--- src/rtl/udiv_cost_pkg.sv ---
package udiv_cost_pkg;
  localparam int unsigned DVS_W  = 16;
  localparam int unsigned DVD_W  = 2 * DVS_W;
  localparam int unsigned COST_W = 8;
  localparam int unsigned RST_STAGES = 2;

  // microcycle costs
  localparam int unsigned C_ZERO  = 4;
  localparam int unsigned C_OVF   = 3;
  localparam int unsigned C_ENTRY = 3;
  localparam int unsigned C_MSB   = 2;
  localparam int unsigned C_SUB   = 3;
  localparam int unsigned C_NOSUB = 4;

  typedef enum logic { ST_IDLE = 1'b0, ST_RUN = 1'b1 } run_state_e;
  typedef enum logic [1:0] { BR_MSB = 2'd0, BR_SUB = 2'd1, BR_NOSUB = 2'd2 } branch_e;
endpackage

--- src/rtl/udiv_rst_sync.sv ---
module udiv_rst_sync #(
  parameter int unsigned STAGES = udiv_cost_pkg::RST_STAGES
) (
  input  logic clk,
  input  logic arst_n,
  output logic srst_n
);
  logic [STAGES-1:0] chain_q;

  generate
    for (genvar g = 0; g < STAGES; g++) begin : g_stage
      if (g == 0) begin : g_first
        always_ff @(posedge clk or negedge arst_n) begin
          if (!arst_n) chain_q[g] <= 1'b0;
          else         chain_q[g] <= 1'b1;
        end
      end else begin : g_rest
        always_ff @(posedge clk or negedge arst_n) begin
          if (!arst_n) chain_q[g] <= 1'b0;
          else         chain_q[g] <= chain_q[g-1];
        end
      end
    end
  endgenerate

  assign srst_n = chain_q[STAGES-1];
endmodule

--- src/rtl/udiv_classify.sv ---
module udiv_classify
  import udiv_cost_pkg::*;
#(
  parameter int unsigned W      = DVS_W,
  parameter int unsigned COST_W = udiv_cost_pkg::COST_W
) (
  input  logic [W-1:0]      dvd_hi_i,
  input  logic [W-1:0]      dvs_i,
  output logic              zero_o,
  output logic              ovf_o,
  output logic              exc_o,
  output logic [COST_W-1:0] exc_cost_o
);
  always_comb begin
    zero_o     = (dvs_i == '0);
    ovf_o      = !zero_o && (dvd_hi_i >= dvs_i);
    exc_o      = zero_o || ovf_o;
    exc_cost_o = zero_o ? COST_W'(C_ZERO) : COST_W'(C_OVF);
  end
endmodule

--- src/rtl/udiv_step.sv ---
module udiv_step
  import udiv_cost_pkg::*;
#(
  parameter int unsigned W = DVS_W
) (
  input  logic [2*W-1:0] rem_i,
  input  logic [W-1:0]   dvs_i,
  output logic [2*W-1:0] rem_o,
  output branch_e        branch_o
);
  logic [2*W-1:0] shifted;
  logic [W-1:0]   upper;

  always_comb begin
    shifted = {rem_i[2*W-2:0], 1'b0};
    upper   = shifted[2*W-1:W];
    rem_o   = shifted;
    if (rem_i[2*W-1]) begin
      // carry out of the shift: subtraction always fits
      rem_o[2*W-1:W] = upper - dvs_i;
      rem_o[0]       = 1'b1;
      branch_o       = BR_MSB;
    end else if (upper >= dvs_i) begin
      rem_o[2*W-1:W] = upper - dvs_i;
      rem_o[0]       = 1'b1;
      branch_o       = BR_SUB;
    end else begin
      branch_o       = BR_NOSUB;
    end
  end
endmodule

--- src/rtl/udiv_ctrl.sv ---
module udiv_ctrl
  import udiv_cost_pkg::*;
#(
  parameter int unsigned W = DVS_W
) (
  input  logic clk,
  input  logic rst_n,
  input  logic start_i,
  input  logic exc_i,
  output logic busy_o,
  output logic load_o,
  output logic exc_fin_o,
  output logic step_en_o,
  output logic cost_en_o,
  output logic done_o
);
  localparam int unsigned CNT_W = (W > 1) ? $clog2(W) : 1;
  localparam logic [CNT_W-1:0] LAST = CNT_W'(W - 1);

  run_state_e       state_q, state_d;
  logic [CNT_W-1:0] cnt_q, cnt_d;
  logic             done_q, done_d;
  logic             accept, last, cnt_en;

  always_comb begin
    accept    = start_i && (state_q == ST_IDLE);
    load_o    = accept && !exc_i;
    exc_fin_o = accept && exc_i;
    step_en_o = (state_q == ST_RUN);
    last      = (cnt_q == LAST);
    cost_en_o = step_en_o && !last;
    state_d   = state_q;
    cnt_d     = cnt_q;
    cnt_en    = load_o || step_en_o;
    if (load_o) begin
      state_d = ST_RUN;
      cnt_d   = '0;
    end else if (step_en_o) begin
      cnt_d = cnt_q + CNT_W'(1);
      if (last) state_d = ST_IDLE;
    end
    done_d = exc_fin_o || (step_en_o && last);
  end

  always_ff @(posedge clk or negedge rst_n) begin
    if (!rst_n) begin
      state_q <= ST_IDLE;
      cnt_q   <= '0;
      done_q  <= 1'b0;
    end else begin
      state_q <= state_d;
      done_q  <= done_d;
      if (cnt_en) cnt_q <= cnt_d;
    end
  end

  assign busy_o = (state_q == ST_RUN);
  assign done_o = done_q;
endmodule

--- src/rtl/udiv_cost.sv ---
module udiv_cost
  import udiv_cost_pkg::*;
#(
  parameter int unsigned W      = DVS_W,
  parameter int unsigned COST_W = udiv_cost_pkg::COST_W
) (
  input  logic              clk,
  input  logic              rst_n,
  input  logic              start_i,
  input  logic [2*W-1:0]    dividend_i,
  input  logic [W-1:0]      divisor_i,
  output logic [W-1:0]      quotient_o,
  output logic [W-1:0]      remainder_o,
  output logic              div_zero_o,
  output logic              overflow_o,
  output logic [COST_W-1:0] cost_o,
  output logic              done_o
);
  logic              rst_sync_n;
  logic              is_zero, is_ovf, is_exc;
  logic [COST_W-1:0] exc_cost;
  logic              busy, load, exc_fin, step_en, cost_en;
  logic [2*W-1:0]    rem_q, rem_d, rem_step;
  logic [W-1:0]      dvs_q, dvs_d;
  logic [COST_W-1:0] cost_q, cost_d, step_cost;
  logic              dz_q, dz_d, ov_q, ov_d;
  logic              dp_en;
  branch_e           branch;

  udiv_rst_sync #(.STAGES(RST_STAGES)) u_rst (
    .clk(clk), .arst_n(rst_n), .srst_n(rst_sync_n)
  );

  udiv_classify #(.W(W), .COST_W(COST_W)) u_cls (
    .dvd_hi_i(dividend_i[2*W-1:W]), .dvs_i(divisor_i),
    .zero_o(is_zero), .ovf_o(is_ovf), .exc_o(is_exc), .exc_cost_o(exc_cost)
  );

  udiv_ctrl #(.W(W)) u_ctrl (
    .clk(clk), .rst_n(rst_sync_n), .start_i(start_i), .exc_i(is_exc),
    .busy_o(busy), .load_o(load), .exc_fin_o(exc_fin),
    .step_en_o(step_en), .cost_en_o(cost_en), .done_o(done_o)
  );

  udiv_step #(.W(W)) u_step (
    .rem_i(rem_q), .dvs_i(dvs_q), .rem_o(rem_step), .branch_o(branch)
  );

  always_comb begin
    unique case (branch)
      BR_MSB:  step_cost = COST_W'(C_MSB);
      BR_SUB:  step_cost = COST_W'(C_SUB);
      default: step_cost = COST_W'(C_NOSUB);
    endcase
  end

  // next-state of the datapath
  always_comb begin
    rem_d  = rem_q;
    dvs_d  = dvs_q;
    cost_d = cost_q;
    dz_d   = dz_q;
    ov_d   = ov_q;
    dp_en  = exc_fin || load || step_en;
    if (exc_fin) begin
      rem_d  = '0;
      dvs_d  = divisor_i;
      cost_d = exc_cost;
      dz_d   = is_zero;
      ov_d   = is_ovf;
    end else if (load) begin
      rem_d  = dividend_i;
      dvs_d  = divisor_i;
      cost_d = COST_W'(C_ENTRY);
      dz_d   = 1'b0;
      ov_d   = 1'b0;
    end else if (step_en) begin
      rem_d = rem_step;
      if (cost_en) cost_d = cost_q + step_cost;
    end
  end

  always_ff @(posedge clk or negedge rst_sync_n) begin
    if (!rst_sync_n) begin
      rem_q  <= '0;
      dvs_q  <= '0;
      cost_q <= '0;
      dz_q   <= 1'b0;
      ov_q   <= 1'b0;
    end else if (dp_en) begin
      rem_q  <= rem_d;
      dvs_q  <= dvs_d;
      cost_q <= cost_d;
      dz_q   <= dz_d;
      ov_q   <= ov_d;
    end
  end

  assign quotient_o  = rem_q[W-1:0];
  assign remainder_o = rem_q[2*W-1:W];
  assign div_zero_o  = dz_q;
  assign overflow_o  = ov_q;
  assign cost_o      = cost_q;
endmodule

--- config.mk ---
export PLATFORM = sky130hd
export DESIGN_NAME = udiv_cost
export DESIGN_NICKNAME = d
export VERILOG_FILES = /design/src/rtl/udiv_cost_pkg.sv /design/src/rtl/udiv_rst_sync.sv /design/src/rtl/udiv_classify.sv /design/src/rtl/udiv_step.sv /design/src/rtl/udiv_ctrl.sv /design/src/rtl/udiv_cost.sv
export SDC_FILE = /design/constraint.sdc
export NUM_CORES = 1
export LEC_CHECK = 0
export BUFFER_PORTS_ARGS = -buffer_cell sky130_fd_sc_hd__buf_2
export CORE_MARGIN = 3
export CORE_UTILIZATION = 30
export DETAILED_ROUTE_END_ITERATION = 8
export SKIP_CTS_REPAIR_TIMING = 1
export SLEW_MARGIN = 10
export SYNTH_ARGS = -nofsm -noshare
export SYNTH_HDL_FRONTEND = slang
export SYNTH_SLANG_ARGS = --single-unit
--- constraint.sdc ---
create_clock -name clk -period 2.8 [get_ports clk]
set_clock_uncertainty 0.15 [all_clocks]
set_input_delay 0.84 -clock clk [delete_from_list [all_inputs] [get_ports clk]]
set_output_delay 0.84 -clock clk [all_outputs]
set_load 0.02 [all_outputs]
### After elaboration in Yosys (flattened, before gate mapping)

Cells that the tools add are included.

* add/sub/neg operators: 3
* order comparisons: 2
* eq/ne operators: 2
* muxes and demuxes: 25
* bitwise logic cells: 1
* reductions and logical operators: 24

Operator list (number)
* 2-to-1 mux 32 bit: 3
* 2-to-1 mux 16 bit: 4
* >= comparator 16 bit: 2
* 2-to-1 mux 8 bit: 4
* zero test 16 bit: 1
* subtractor 16 bit: 1
* adder 8 bit: 1
* 2-to-1 mux 1 bit: 8
* 2-to-1 mux 4 bit: 2
* logical AND 1 bit: 6
* one-hot mux 3 bit (2 select lines): 1
* AND reduction 2 bit: 3
* nonzero test 3 bit: 2
* logical OR 1 bit: 5
* adder 4 x 1 -> 4 bit (second input constant): 1
* == test 4 bit (second input constant): 1
* 2-to-1 mux 2 bit: 2
* nonzero test 2 bit: 2
* zero test 1 bit: 3
* 2-to-1 mux 3 bit: 1
* AND reduction 3 bit: 1
* == test 2 x 1 -> 1 bit (second input constant): 1
* zero test 2 bit: 1
* inverter 1 bit: 1

* bits in registers: 66
* input port bits: 51
* output and inout bits: 43
* logic and storage cells: 67

### Longest topological paths before layout

Gate-level depths: netlist of run 1.

* depth after elaboration: 10
* gate-level depth with buffers: 18
* depth with buffers taken out: 16

### Modules after synthesis

From an unflattened synthesis of run 1, not the netlist that was laid out.

* cell total of the unflattened synthesis: 554
* area, all modules: 4956.0 um^2

By module, submodules not included
* udiv_cost: times used 1, cells each 274, area each 2835.2 um^2
* udiv_step: times used 1, cells each 179, area each 1267.5 um^2
* udiv_classify: times used 1, cells each 73, area each 500.5 um^2
* udiv_ctrl: times used 1, cells each 25, area each 299.0 um^2
* udiv_rst_sync: times used 1, cells each 3, area each 53.8 um^2

### Worst setup path before layout of run 1

No wires, ideal clock.

* path kind: flip-flop to flip-flop
* start point: reg rem_q[28]
* end point: reg cost_q[7], in the netlist cost_o[7]
* library setup time: 0.130 ns
* data arrival time: 3.003 ns
* required time: 2.520 ns
* slack: -0.483 ns
* stages on the path, launching flop included: 16
* period minus slack after synthesis: 3.283 ns
* path through: dfrtp_1 > ha_1 > a21o_1 > a211o_1 > nor3_1 > a211o_1 > buf_6 > nand2_8 > buf_6 > ha_1 > a21o_1 > a21oi_1 > nor2_1 > nand4_1 > xor2_1 > nor2_1

* cells in the longest elaborated chain, start to end: 10
* elaborated cells on any way between the ends: 11
* classes of those cells: 1 x add/sub; 1 x order compare; 1 x eq/ne; 7 x mux; 1 x reduce/logical

Ends and longest elaborated chain
* start: declaration: line udiv_cost.sv:23 `logic [2*W-1:0] rem_q, rem_d, rem_step;`
* start signal: assignment: line udiv_cost.sv:91 `rem_q <= rem_d;`
* >= comparator 16 bit (*): line udiv_step.sv:23 `end else if (upper >= dvs_i) begin`
* 2-to-1 mux 2 bit (*): line udiv_step.sv:23
* 2-to-1 mux 2 bit (*): line udiv_step.sv:18 `if (rem_i[2*W-1]) begin`
* == test 2 x 1 -> 1 bit / zero test 2 bit (equally long branches): line udiv_cost.sv:50 `unique case (branch)`
* one-hot mux 3 bit (2 select lines) (*): line udiv_cost.sv:50
* adder 8 bit (*): line udiv_cost.sv:79 `if (cost_en) cost_d = cost_q + step_cost;`
* 2-to-1 mux 8 bit (*): line udiv_cost.sv:79
* 2-to-1 mux 8 bit (*): line udiv_cost.sv:77 `end else if (step_en) begin`
* 2-to-1 mux 8 bit (*): line udiv_cost.sv:71 `end else if (load) begin`
* 2-to-1 mux 8 bit (*): line udiv_cost.sv:65 `if (exc_fin) begin`
* end signal: assignment: line udiv_cost.sv:93 `cost_q <= cost_d;`
* end: declaration: line udiv_cost.sv:25 `logic [COST_W-1:0] cost_q, cost_d, step_cost;`

Mark *: on every way between the ends. The rest lies on a longest branch, timed or not. The select of a mux whose other input is x is not followed.
A chain may end at the register's enable or synchronous reset.

### Worst setup path after layout of run 1

* start point: reg rem_q[18]
* end point: reg cost_q[7], in the netlist cost_o[7]

The elaborated chain is that of the path after synthesis.

==> metrics, run 1 <==
die height=126 um; async set-reset flop share out of synthesis=1.00; GRT Util Overall=0.181; peak supply drop=564 uV; Setup crit end kind=register; crit-path cells=ha_4 -> nand4_1 -> a311oi_2 -> nor3_2 -> a211o_1 -> buf_6 -> nand2_8 -> ha_4 -> a21o_1 -> a21oi_2 -> nor2_2 -> nand4_1 -> xor2_1 -> nor2_1; Yosys top cell area share=0.379; share of post-route cells with drive strength above 1=0.395; DP HPWL=11000 um; number of synthesized flops with an enable pin=0; vias in the first global route=4557; row count=43; placed cell count=849; fmax=321 MHz; Hold Fails Final Rpt=0; # DRC=0; failing checks=negative setup slack; post-synthesis mux area share=0.0256; Synth Area in XOR/XNOR=0.0302; ys flop type=dfrtp_1; Slew Viols, Final=0; Core Footprint=0.0140 mm2; WL final=14400 um; startpoint type of the worst setup path=register; synth top area cells=dfrtp_1 (38%), ha_1 (10%), o21ai_0 (5.5%); Sink Count=66; Worst EP arrival=3190 ps; wire length per cell=16.6 um; Cell variety after synth=58; io pins=94; Synth Cell Area=0.00436 mm2; synthesized net count=578; Worst Path Required=2870 ps; max cap viols=0; Crit path largest cell delay=400 ps; Period minus WS final=3120 ps; Die Span X=126 um; CTS tree=yes; Worst-Margin Slew=863 ps; CP max stage cell=dfrtp_1; crit path buf inv count=1; post-synthesis cell count=489; Die ar.=0.0160 mm2; PD cells=1510 mW/mm2; RSZ-0062 raised after global routing=yes; TritonCTS buffer count=9; status=finished with violations; Synth Area in Compound Gates=0.238; list of most frequent post-synthesis cells=dfrtp_1 (66), nand2_1 (57), o21ai_0 (48); nets@finish=776; CP Class=register to register; adder-cell share of the synthesized area=0.113; simple-gate share of the synthesized area=0.151; number of routed nets with antenna violations=0; clock transition at the registers of the reported paths=50 ps; worst skew pair latency=340 ps; initial antenna violation count=0; post-route design area=0.00645 mm2; Leak=3.12 nW; CP delay by family, top=compound AO/OA/AOI/OAI gates; GRT overflow=0; Seq/Total Area, Yosys=0.379; final period utilization=1.11; hold crit path type=input pin to async pin; via count=4464; Syn Area/Cell=8.91 um2; Root Buffer=clkbuf_16; PnR worst setup slack=-315 ps; FF-to-FF setup slack=-320 ps; Vias/cell=5.12; Yosys Warn Count=0; initial core utilization=0.310; Slew HR=0.424; #FFs+latches synth=66; PortBufs=93; # setup viols final=7; H-tree depth=3; most frequent cell after synthesis=dfrtp_1; RD Place Congestion=0.912; first-pass GRT wire length=23100 um; Max Buffers Root-to-Sink=2; largest family of logic cells by synthesized area=compound AO/OA/AOI/OAI gates; Initial DRC Count=204; antenna fix cells=0; largest net degree at the start of global routing=65; total negative slack=-1540 ps; Layout Utilization=0.459; worst-path fanout max=5; Area growth syn-to-layout=48.1%; non-filler cells, final=872; DR pass1 iterations=5; Synth area leader=dfrtp_1; placed instance area=0.00588 mm2
[layer usage]
layer	vias to the layer above	track usage	wire, um
li1	2172	-	-
met4	0	0.0789	544
met3	34	0.0375	871
met5	-	0	0
met1	2109	0.231	6050
met2	149	0.296	6980
[stage by stage]
step           hold slack [ps]  power (W)  setup WS [ps]
2_1_floorplan              181    0.00570           -307
3_3_place_gp               188    0.00786           -351
3_5_place_dp               193    0.00800           -471
4_1_cts                    118    0.00919           -480
5_1_grt                    120     0.0105           -467
6_report                   131    0.00971           -315
[layout make-up]
| type | instances | area [um2] |
|---|---|---|
| Sequential cell | 66 | 1650 |
| Inverter | 45 | 174 |
| Tap cell | 180 | 225 |
| Clock inverter | 2 | 35.0 |
| Clock buffer | 14 | 264 |
| Multi-Input combinational cell | 358 | 2740 |
| Timing Repair Buffer | 207 | 1360 |
| Fill cell | 1332 | 7590 |
[path summary, 6_finish.rpt]
| check | start | to | depth (start not counted) |
|---|---|---|---|
| min | rst_n | u_rst.chain_q[0]$_DFF_PN0_ | 1 |
| min in group clk | u_rst.chain_q[0]$_DFF_PN0_ | u_rst.srst_n$_DFF_PN0_ | 0 |
| max in group asynchronous | u_rst.srst_n$_DFF_PN0_ | rem_q[15]$_DFFE_PN0P_ | 1 |
| max | rem_q[18]$_DFFE_PN0P_ | cost_o[7]$_DFFE_PN0P_ | 14 |
| max reg2reg | rem_q[18]$_DFFE_PN0P_ | cost_o[7]$_DFFE_PN0P_ | 14 |
| min reg2reg | u_rst.chain_q[0]$_DFF_PN0_ | u_rst.srst_n$_DFF_PN0_ | 0 |
[worst register-to-register path: cells and delay by family (launching register included)]
| kind | cells | cell delay, ps |
|---|---|---|
| buf+inv | 1 | 150 |
| xor+xnor | 1 | 160 |
| compound gates | 4 | 1070 |
| simple gates | 6 | 560 |
| flops | 1 | 400 |
| fa+ha+maj | 2 | 500 |
[cells by family (layout without fill, tap and decap cells)]
group / after synthesis / after routing
other cells: 1 / 1
xor+xnor: 15 / 15
mux: 11 / 11
buf+inv: 65 / 268
fa+ha+maj: 38 / 38
flops: 66 / 66
simple gates: 136 / 136
compound gates: 157 / 157
[sequential cells by signal, summed over array words and instances, names as in the netlist]
signal / cells
u_rst.srst_n: 1
u_rst.chain_q: 1
u_ctrl.cnt_q: 4
rem_q: 32
u_ctrl.done_o: 1
cost_o: 8
overflow_o: 1
u_ctrl.busy_o: 1
dvs_q: 16
div_zero_o: 1
[where the power goes]
part           switching [W]  internal, W  total, W  leakage [nW]
sequential          0.000345      0.00143   0.00177         0.812
combinational        0.00362      0.00318   0.00680          2.16
clock               0.000403     0.000737   0.00114         0.147
total                0.00436      0.00535   0.00971          3.12
[layout by cell type (no fill, tap or decap), types with 7 or more instances in the layout]
master,instances
buf_2,93
a22oi_1,17
nor2_1,21
nand2_1,57
ha_1,23
and2_1,7
a21oi_1,20
ha_4,12
inv_1,40
o21ai_1,18
o21ai_0,36
buf_4,108
xor2_1,8
xnor2_1,7
clkbuf_16,9
nand4_1,8
dfrtp_1,64
a32oi_1,8
mux2i_1,10
No activity file was read; power rests on OpenSTA's default activity.
==> run 2: changes to the inputs <==
--- a/config.mk
+++ b/config.mk
@@ -9,6 +9,8 @@
 export CORE_MARGIN = 3
 export CORE_UTILIZATION = 30
 export DETAILED_ROUTE_END_ITERATION = 8
+export GPL_TIMING_DRIVEN = 0
+export SETUP_SLACK_MARGIN = 0.4
 export SKIP_CTS_REPAIR_TIMING = 1
 export SLEW_MARGIN = 10
 export SYNTH_ARGS = -nofsm -noshare
==> run 2 against run 1 <==
  * The run still ends with negative setup slack left
  * Non-clock buffer count decreased by 60
  * Critical path depth increased by 1
  * Utilization rose by 0.48 points
  * Fmax decreased by 5.4%
  * Flip-flop and latch count unchanged
  * Via count shrank 0.87%
  * Largest cell class unchanged
  * Hold slack worse by 5.9 ps
  * Clock power grew 5%
==> metrics, run 2 (synthesis gave the netlist of run 1 again) <==
PD cells=1530 mW/mm2; share of post-route cells with drive strength above 1=0.427; worst r2r src=rem_q[25]$_DFFE_PN0P_; fmax=304 MHz; io pins=94; Worst EP arrival=3360 ps; commonest non-fill, non-tap cell in the layout=buf_2; initial antenna violation count=0; hold crit path type=input pin to async pin; via count=4425; nets@finish=716; number of routed nets with antenna violations=0; initial core utilization=0.310; smallest hold slack=125 ps; WL final=15500 um; worst-path fanout max=6; Root Buffer=clkbuf_16; Slew HR=0.525; DP HPWL=11100 um; total negative slack=-2830 ps; H-tree depth=3; PnR worst setup slack=-491 ps; Worst setup startpoint=rem_q[25]$_DFFE_PN0P_; wire length per cell=19.1 um; Biggest register=rem_q; Period minus WS final=3290 ps; die height=126 um; Die ar.=0.0160 mm2; GRT Util Overall=0.180; Slew Viols, Final=0; Initial DRC Count=228; Vias/cell=5.45; most frequent cells in the layout=buf_2 (85), dfrtp_1 (56), nand2_1 (55), inv_1 (31), buf_4 (31); clock transition at the registers of the reported paths=60 ps; largest net degree at the start of global routing=36; max cap viols=0; DR pass1 iterations=5; # setup viols final=7; row count=43; worst skew pair latency=340 ps; Power, Total=0.00997 W; Sink Count=66; peak supply drop=589 uV; TritonCTS buffer count=9; Leak=2.88 nW; RD Place Congestion=0.875; Max Buffers Root-to-Sink=2; GRT overflow=0; RSZ-0062 raised after global routing=yes; startpoint type of the worst setup path=register; Worst Path Required=2870 ps; Area growth syn-to-layout=49.6%; max reg flops=32; antenna fix cells=0; final period utilization=1.18; Die Span X=126 um; failing checks=negative setup slack; Core Footprint=0.0140 mm2; Worst-Margin Slew=708 ps; # DRC=0; Hold Fails Final Rpt=0; status=finished with violations; CP Class=register to register; Setup crit end kind=register; vias in the first global route=4207; first-pass GRT wire length=22600 um; CTS tree=yes; PortBufs=93
==> run 2: layer usage <==
metal,vias to the layer above,track usage,routed length (um)
met3,20,0.0387,985
met1,2172,0.242,6600
met5,-,0,0
li1,2060,-,-
met4,0,0.0486,222
met2,173,0.294,7720
==> run 2: per-stage QoR <==
step,worst slack [ps],utilization,cell area [um2],instances
global placement,-590,0.382,5370,762
CTS,-641,0.406,5700,779
floorplan,-307,-,4670,489
detailed placement,-614,0.384,5390,763
finish,-491,0.464,6520,812
global route,-629,0.464,6520,812
==> run 2: critical path: stages, from the launching register on <==
cell and delay, ps:
dfrtp_1 440, ha_2 430, nand4_1 120, a311oi_2 330
nor3_2 80, a211o_1 280, buf_6 150, buf_12 130
nor2_4 80, ha_4 140, fa_2 210, a21oi_2 60
nor3b_2 230, nand3_1 120, xor2_1 140, nor2_1 60
==> run 2: final cells by class <==
cell class / instances / area, um2
Clock buffer: 14 / 274
Fill cell: 1299 / 7520
Multi-Input combinational cell: 358 / 3130
Timing Repair Buffer: 127 / 840
Tap cell: 180 / 225
Buffer: 20 / 146
Clock inverter: 2 / 35.0
Inverter: 45 / 204
Sequential cell: 66 / 1670
==> run 2: worst paths after layout <==
path                                           endpoint  slack, ps  cells after the start
max in group asynchronous         rem_q[17]$_DFFE_PN0P_       1800                      1
worst max register to register    cost_o[6]$_DFFE_PN0P_       -490                     15
worst max-delay path              cost_o[6]$_DFFE_PN0P_       -490                     15
worst min register to register  u_ctrl.busy_o$_DFF_PN0_        130                      0
min in group clk                 u_rst.srst_n$_DFF_PN0_        210                      0
worst min-delay path             u_rst.srst_n$_DFF_PN0_        130                      1
==> run 2: report_power, final <==
group / switching, W / leakage (nW) / total (W) / internal, W
Combinational: 0.00370 / 1.92 / 0.00687 / 0.00317
Sequential: 0.000464 / 0.803 / 0.00190 / 0.00144
Clock: 0.000435 / 0.153 / 0.00120 / 0.000762
Total: 0.00460 / 2.88 / 0.00997 / 0.00537
